## src/rtl/spwm_pkg.sv

```systemverilog
package spwm_pkg;

    localparam int DEF_FRAC_W = 24;
    localparam int DEF_INT_W  = 4;

    typedef enum logic {
        RAMP_UP = 1'b0,
        RAMP_DN = 1'b1
    } ramp_dir_t;

    typedef struct packed {
        ramp_dir_t dir;
        logic      samp;
    } ramp_flags_t;

endpackage

```

## src/rtl/spwm_slope.sv

```systemverilog
module spwm_slope
    import spwm_pkg::*;
#(
    parameter int FRAC_W = DEF_FRAC_W,
    parameter int INT_W  = DEF_INT_W
) (
    input  logic                          clk,
    input  logic                          rst,
    input  logic [FRAC_W-1:0]             inc_i,
    input  logic [INT_W+FRAC_W-2:0]       peak_i,
    output logic [INT_W+FRAC_W-2:0]       slope_o
);
    localparam int PW = INT_W + FRAC_W - 1;
    localparam int MW = PW + FRAC_W;

    logic [MW-1:0] prod;

    assign prod = MW'(inc_i) * MW'(peak_i);

    always_ff @(posedge clk) begin
        if (rst) begin
            slope_o <= '0;
        end else begin
            slope_o <= prod[FRAC_W +: PW];
        end
    end
endmodule

```

## src/rtl/spwm_ramp.sv

```systemverilog
module spwm_ramp
    import spwm_pkg::*;
#(
    parameter int FRAC_W = DEF_FRAC_W,
    parameter int INT_W  = DEF_INT_W
) (
    input  logic                             clk,
    input  logic                             rst,
    input  logic [INT_W+FRAC_W-2:0]          slope_i,
    input  logic [INT_W+FRAC_W-2:0]          peak_i,
    output logic signed [INT_W+FRAC_W-1:0]   tri_o,
    output logic                             samp_o
);
    localparam int TW = INT_W + FRAC_W;
    localparam int EW = TW + 1;

    ramp_flags_t         flg_q, flg_d;
    logic signed [TW-1:0] tri_d;
    logic signed [EW-1:0] pk_e, sl_e, cur_e, up_e, dn_e;

    assign pk_e  = $signed({2'b00, peak_i});
    assign sl_e  = $signed({2'b00, slope_i});
    assign cur_e = {tri_o[TW-1], tri_o};
    assign up_e  = cur_e + sl_e;
    assign dn_e  = cur_e - sl_e;

    always_comb begin
        flg_d = flg_q;
        tri_d = tri_o;
        if (flg_q.dir == RAMP_UP) begin
            if (up_e >= pk_e) begin
                tri_d      = pk_e[TW-1:0];
                flg_d.dir  = RAMP_DN;
                flg_d.samp = 1'b1;
            end else begin
                tri_d = up_e[TW-1:0];
            end
        end else begin
            if (dn_e <= -pk_e) begin
                tri_d      = (-pk_e);
                flg_d.dir  = RAMP_UP;
                flg_d.samp = 1'b0;
            end else begin
                tri_d = dn_e[TW-1:0];
            end
        end
    end

    always_ff @(posedge clk) begin
        if (rst) begin
            tri_o <= '0;
            flg_q <= '{dir: RAMP_UP, samp: 1'b0};
        end else begin
            tri_o <= tri_d;
            flg_q <= flg_d;
        end
    end

    assign samp_o = flg_q.samp;
endmodule

```

## src/rtl/spwm_cmp.sv

```systemverilog
module spwm_cmp
    import spwm_pkg::*;
#(
    parameter int FRAC_W = DEF_FRAC_W,
    parameter int INT_W  = DEF_INT_W
) (
    input  logic                           clk,
    input  logic                           rst,
    input  logic signed [INT_W+FRAC_W-1:0] ref_i,
    input  logic signed [INT_W+FRAC_W-1:0] car_i,
    output logic                           gate_o
);
    always_ff @(posedge clk) begin
        if (rst) begin
            gate_o <= 1'b0;
        end else begin
            gate_o <= (ref_i > car_i);
        end
    end
endmodule

```

## src/rtl/spwm_carrier_gen.sv

```systemverilog
module spwm_carrier_gen
    import spwm_pkg::*;
#(
    parameter int FRAC_W = DEF_FRAC_W,
    parameter int INT_W  = DEF_INT_W
) (
    input  logic                           clk,
    input  logic                           rst,
    input  logic [FRAC_W-1:0]              freq_inc,
    input  logic [INT_W+FRAC_W-2:0]        peak_lvl,
    input  logic signed [INT_W+FRAC_W-1:0] sine_ref,
    output logic signed [INT_W+FRAC_W-1:0] carrier,
    output logic                           pwm_out,
    output logic                           samp_clk
);
    localparam int PW = INT_W + FRAC_W - 1;

    logic [PW-1:0] slope_q;

    spwm_slope #(.FRAC_W(FRAC_W), .INT_W(INT_W)) u_slope (
        .clk     (clk),
        .rst     (rst),
        .inc_i   (freq_inc),
        .peak_i  (peak_lvl),
        .slope_o (slope_q)
    );

    spwm_ramp #(.FRAC_W(FRAC_W), .INT_W(INT_W)) u_ramp (
        .clk     (clk),
        .rst     (rst),
        .slope_i (slope_q),
        .peak_i  (peak_lvl),
        .tri_o   (carrier),
        .samp_o  (samp_clk)
    );

    spwm_cmp #(.FRAC_W(FRAC_W), .INT_W(INT_W)) u_cmp (
        .clk    (clk),
        .rst    (rst),
        .ref_i  (sine_ref),
        .car_i  (carrier),
        .gate_o (pwm_out)
    );
endmodule

```

## config.mk

```make
export PLATFORM = sky130hd
export DESIGN_NAME = spwm_carrier_gen
export DESIGN_NICKNAME = d
export VERILOG_FILES = /design/src/rtl/spwm_pkg.sv /design/src/rtl/spwm_slope.sv /design/src/rtl/spwm_ramp.sv /design/src/rtl/spwm_cmp.sv /design/src/rtl/spwm_carrier_gen.sv
export SDC_FILE = /design/constraint.sdc
export NUM_CORES = 2
export LEC_CHECK = 0
export CORE_MARGIN = 2
export CORE_UTILIZATION = 50
export DETAILED_ROUTE_END_ITERATION = 10
export PLACE_DENSITY = 0.75
export SLEW_MARGIN = 10
export SYNTH_ARGS = -nofsm -noshare
export SYNTH_HDL_FRONTEND = slang
export SYNTH_SLANG_ARGS = --single-unit
```

## constraint.sdc

```tcl
create_clock -name clk -period 8 [get_ports clk]
set_input_delay 1.6 -clock clk [delete_from_list [all_inputs] [get_ports clk]]
set_output_delay 1.6 -clock clk [all_outputs]
set_load 0.03 [all_outputs]
```

Yosys cells after proc, flatten, opt, wreduce, memory -nomap -nowiden

Cells that the tools add are included.

Flip-flop bits (word level): 58
Input port bits: 81
Output and inout port bits: 30

$add $sub $neg: 3
$mul: 1
Order comparisons: 3
Equal/unequal tests: 1
Muxes and demuxes: 6
Reduce and logical (&&, ||, !) cells: 2

Operators by type and width:

| kind                 | number |
|---|---|
| $mux W28             | 3 |
| $mul A24 B27 Y51     | 1 |
| $add A28 B28 Y29     | 1 |
| $ge A29 B28 Y1       | 1 |
| $le A29 B29 Y1       | 1 |
| $neg A27 Y29         | 1 |
| $sub A28 B28 Y29     | 1 |
| $gt A28 B28 Y1       | 1 |
| $mux W2              | 3 |
| $ne A2 B2 Y1 const B | 1 |
| $reduce_and A2 Y1    | 1 |
| $reduce_bool A2 Y1   | 1 |

Logic depth before layout (Yosys ltp)

Depth after elaboration: 4
Depth in mapped cells: 28

By module

A second synthesis with hierarchy kept.

Cells, all modules: 3361
Area, all modules: 28501.1 um^2

By module, submodules not included:

| module     | instances | cells each | area each (um^2) | sequential area each (um^2) |
|---|---|---|---|---|
| spwm_slope | 1         | 2391       | 21341.7          | 540.5 |
| spwm_ramp  | 1         | 870        | 6379.9           | 600.6 |
| spwm_cmp   | 1         | 100        | 779.5            | 20.0 |

Worst setup path after synthesis

No wires, ideal clock.

Path kind: input to register
From: in peak_lvl[16]
To: reg u_slope.slope_o[17]
Library setup time: 0.121 ns
Arrival time: 8.459 ns
Required time: 7.879 ns
Setup slack: -0.580 ns
Cell stages on the path: 25
Cells stage by stage: clkbuf_1 > buf_1 > nand2_1 > fa_1 > inv_1 > fa_1 > inv_1 > fa_1 > fa_1 > inv_1 > fa_1 > fa_1 > inv_1 > fa_1 > inv_1 > ha_1 > a21o_1 > and3_4 > or4_4 > or4_4 > nand3_4 > o21ai_4 > a2111oi_4 > o21ai_2 > mux2_4

Longest elaborated chain between the ends: 1

RTL lines:

| item                 | RTL line               | RTL |
|---|---|---|
| from (decl)          | spwm_carrier_gen.sv:10 | `input logic [INT_W+FRAC_W-2:0] peak_lvl,` |
| $mul A24 B27 Y51     | spwm_slope.sv:18       | `assign prod = MW'(inc_i) * MW'(peak_i);` |
| to (signal assigned) | spwm_slope.sv:24       | `slope_o <= prod[FRAC_W +: PW];` |
| to (decl)            | spwm_slope.sv:11       | `output logic [INT_W+FRAC_W-2:0] slope_o` |

Every way passes these cells.
A chain may end at the register's enable or synchronous reset.

Worst setup path after layout

From: in peak_lvl[12]
To: reg u_slope.slope_o[17]

The elaborated chain is that of the path after synthesis.

==> impl_metrics.py <==
metrics = {
    "route": {
        "detail-route-antenna-nets": 0,
        "wl_um": 92500,
        "drt_iter0_markers": 2198,
        "vias": 25200,
        "viasPerCell": 5.66,
        "post_drt_wl_per_cell_um": 20.7,
        "route.detailed.drc": 0,
        "dr.pass1.iters": 9,
    },
    "cells_and_area": {
        "fin_area_mm2": 0.0347,
        "syn2layout_area_growth_pct": 21.2,
        "multi_input_area_mm2": 0.0247,
        "final_cells": 4460,
        "final-seq-area_mm2": 0.00116,
        "fin_nets": 4640,
        "final_layout_size_suffix_gt1_share_pct": 16.9,
        "n_fill_cell": 4633,
    },
    "timing": {
        "finalMaxSlewViolations": 0,
        "timing.slew.headroom_pct": 34.8,
        "fmax_ghz": 0.121,
        "finalCritPeriodShare_pct": 103,
        "period_needed_ns": 8.24,
        "finalSetupViolCount": 19,
        "final-hold-violation-count": 0,
        "rsz0062_at_grt": "yes",
        "finalClockSkew_ns": 0.0125,
        "worst_slack_ns": -0.236,
        "worstMarginPinSlew_ns": 0.979,
    },
    "synth": {
        "synth_top_area_share_pct": 38.4,
        "synthTopCellsByArea": "fa_1, ha_1, inv_1, and2_1, nand2_1",
        "ys_warn_count": 0,
        "syn_inst": 3393,
        "synth_cell_types": 94,
        "yosysTopAreaCell": "fa_1",
        "synth_area_mm2": 0.0286,
        "syn_avg_cell_area_um2": 8.44,
        "synth_edf_count": 0,
        "synth-seq-cells": 58,
        "synthesis.nets": 4335,
        "yosysSeqAreaShare_pct": 4.06,
        "synthArstFlopShare_pct": 0,
        "ys.flop_type": "dfxtp_1",
    },
    "grt": {
        "grt_pass1_vias": 26300,
        "grt_first_pass_wirelength_um": 143000,
        "grt_use_met3_pct": 5.45,
        "grtUsageMet1_pct": 39.2,
        "overflow": 0,
        "use_met2_pct": 50.9,
        "grt_antenna_before_repair": 4,
        "grt_max_degree": 63,
        "grt.total_usage_pct": 31.0,
        "busiest_layer": "met2",
    },
    "die": {
        "rows": 87,
        "dieHeight_um": 243,
        "dieArea_mm2": 0.0592,
        "start_util_pct": 50.7,
        "core_mm2": 0.0565,
        "dieWidth_um": 243,
        "io_pins": 111,
    },
    "placement": {
        "gp_congestion": 0.961,
        "dp.cells": 4335,
        "port_buffers": 110,
        "dp_hpwl_um": 70200,
        "placed_area_mm2": 0.0325,
    },
    "clocking": {
        "clockRootBuffer": "clkbuf_16",
        "htree_levels": 3,
        "cts_tree": "yes",
        "cts_num_sinks": 58,
        "clkSlewWorstSetupHoldPaths_ns": 0.05,
        "cts_max_path_buffers": 2,
        "insertion_delay_ns": 0.34,
        "numCtsBuffers": 9,
    },
    "setup_path": {
        "end_kind": "flip-flop",
        "crit_arrival_ns": 8.45,
        "required_ns": 8.22,
        "crit_start": "peak_lvl[12]",
        "r2r_start": "u_slope.slope_o[4]",
        "crit_path_max_fanout": 6,
        "critPathLaunchType": "primary input",
        "crit_type": "in -> reg",
    },
    "hold_path": {
        "hp-class": "reg -> reg",
        "min_from": "u_ramp.samp_o",
    },
    "flow_run": {
        "maxCapViolations": 0,
    },
    "outcome": {
        "violations": "setup timing",
        "outcome": "complete, but fails checks",
    },
}
==> cell type report <==
cell class	instances	area share, %
clock buffers	12	0.739
multi-input cells	2438	71.1
diodes	2	0.0144
inverters	708	7.66
clock inverters	3	0.0433
repair buffers	483	14.3
well taps	756	2.73
flip-flops and latches	58	3.35
==> logic make-up after synthesis <==
logic type      Yosys count  synth area share [%]
buf+inv                 897                  11.9
compound gates          394                  9.52
fa+ha+maj               861                  52.0
mux                      11                 0.424
simple gates           1090                  19.5
flops                    58                  4.06
xor+xnor                 82                  2.51
==> worst paths after layout <==
| check | slack, ns | cells past startpoint | to |
|---|---|---|---|
| setup / recovery | -0.24 | 25 | u_slope.slope_o[17] |
| hold / removal | 0.53 | 2 | u_ramp.samp_o |
| setup reg to reg | 1.47 | 21 | u_ramp.tri_o[20] |
| hold reg to reg | 0.53 | 2 | u_ramp.samp_o |
==> cell usage after synthesis, types with 52 or more instances <==
| cell | instances |
|---|---|
| inv_1 | 706 |
| fa_1 | 549 |
| nand2_1 | 398 |
| and2_1 | 343 |
| ha_1 | 312 |
| clkbuf_1 | 164 |
| a21oi_1 | 114 |
| nor2_1 | 104 |
| a21o_1 | 64 |
| xnor2_1 | 63 |
| dfxtp_1 | 58 |
| o21ai_0 | 52 |
==> critical path, stage by stage <==
cell and delay [ns]:
clkbuf_4 0.15, bufbuf_16 0.27, nand2_2 0.08, fa_1 0.55, inv_2 0.08, fa_1 0.57, inv_2 0.05, fa_2 0.39
fa_2 0.58, inv_2 0.04, fa_2 0.38, fa_1 0.53, inv_2 0.05, fa_2 0.53, inv_1 0.04, ha_1 0.18
a21o_1 0.19, and3_4 0.15, or4_4 0.48, or4_4 0.52, nand3_4 0.14, o21ai_4 0.09, a2111oi_4 0.39, o21ai_2 0.10
mux2_4 0.30
==> cell usage in the layout (no fill, tap or decap), drive strengths merged, types with 11 or more instances in the layout <==
cell type / count
a21o: 66
a21oi: 114
clkbuf: 18
and2: 344
fa: 549
nor4: 13
a31oi: 14
nand2b: 18
o221ai: 13
nand4: 31
inv: 706
ha: 312
dfxtp: 58
nor3: 52
xor2: 19
nor2b: 24
nand2: 398
o21bai: 11
and3: 15
a211oi: 16
nand3: 44
nor2: 105
clkdlybuf4s50: 65
xnor2: 63
o21a: 16
o21ai: 58
buf: 393
==> through the flow <==
stage	setup TNS (ns)	hold WS, ns	util [%]	setup WS (ns)
floorplan	-0.0486	0.582	-	-0.0368
global placement	-14.09	0.501	57.5	-0.780
detailed placement	-16.24	0.511	57.5	-0.870
CTS	-0.781	0.519	60.2	-0.132
global route	-5.66	0.527	61.4	-0.391
finish	-2.27	0.525	61.4	-0.236
==> metal layers <==
metal,up-vias,wire (um)
li1,11100,-
met1,12500,34800
met2,1294,42900
met3,340,9070
met4,0,5710
met5,-,0
==> what timing repair did <==
action | CTS | global route
endpoints found under the setup margin | 23 | 24
endpoints found under the hold margin | 0 | 0
cloned | 17 | 2
gates resized for setup | 251 | 156
hold buffers | 0 | 0
setup buffers | 59 | 40
pin swaps | 71 | 58
==> sequential cells by signal (all words and copies together), names as in the netlist <==
signal and cells:
u_cmp.gate_o 1, u_ramp.flg_q 1, u_ramp.samp_o 1, u_ramp.tri_o 28, u_slope.slope_o 27
Power is left out: the tool's default activity adds up to more than one toggle a clock period on the data nets, which glitch-free logic cannot reach.
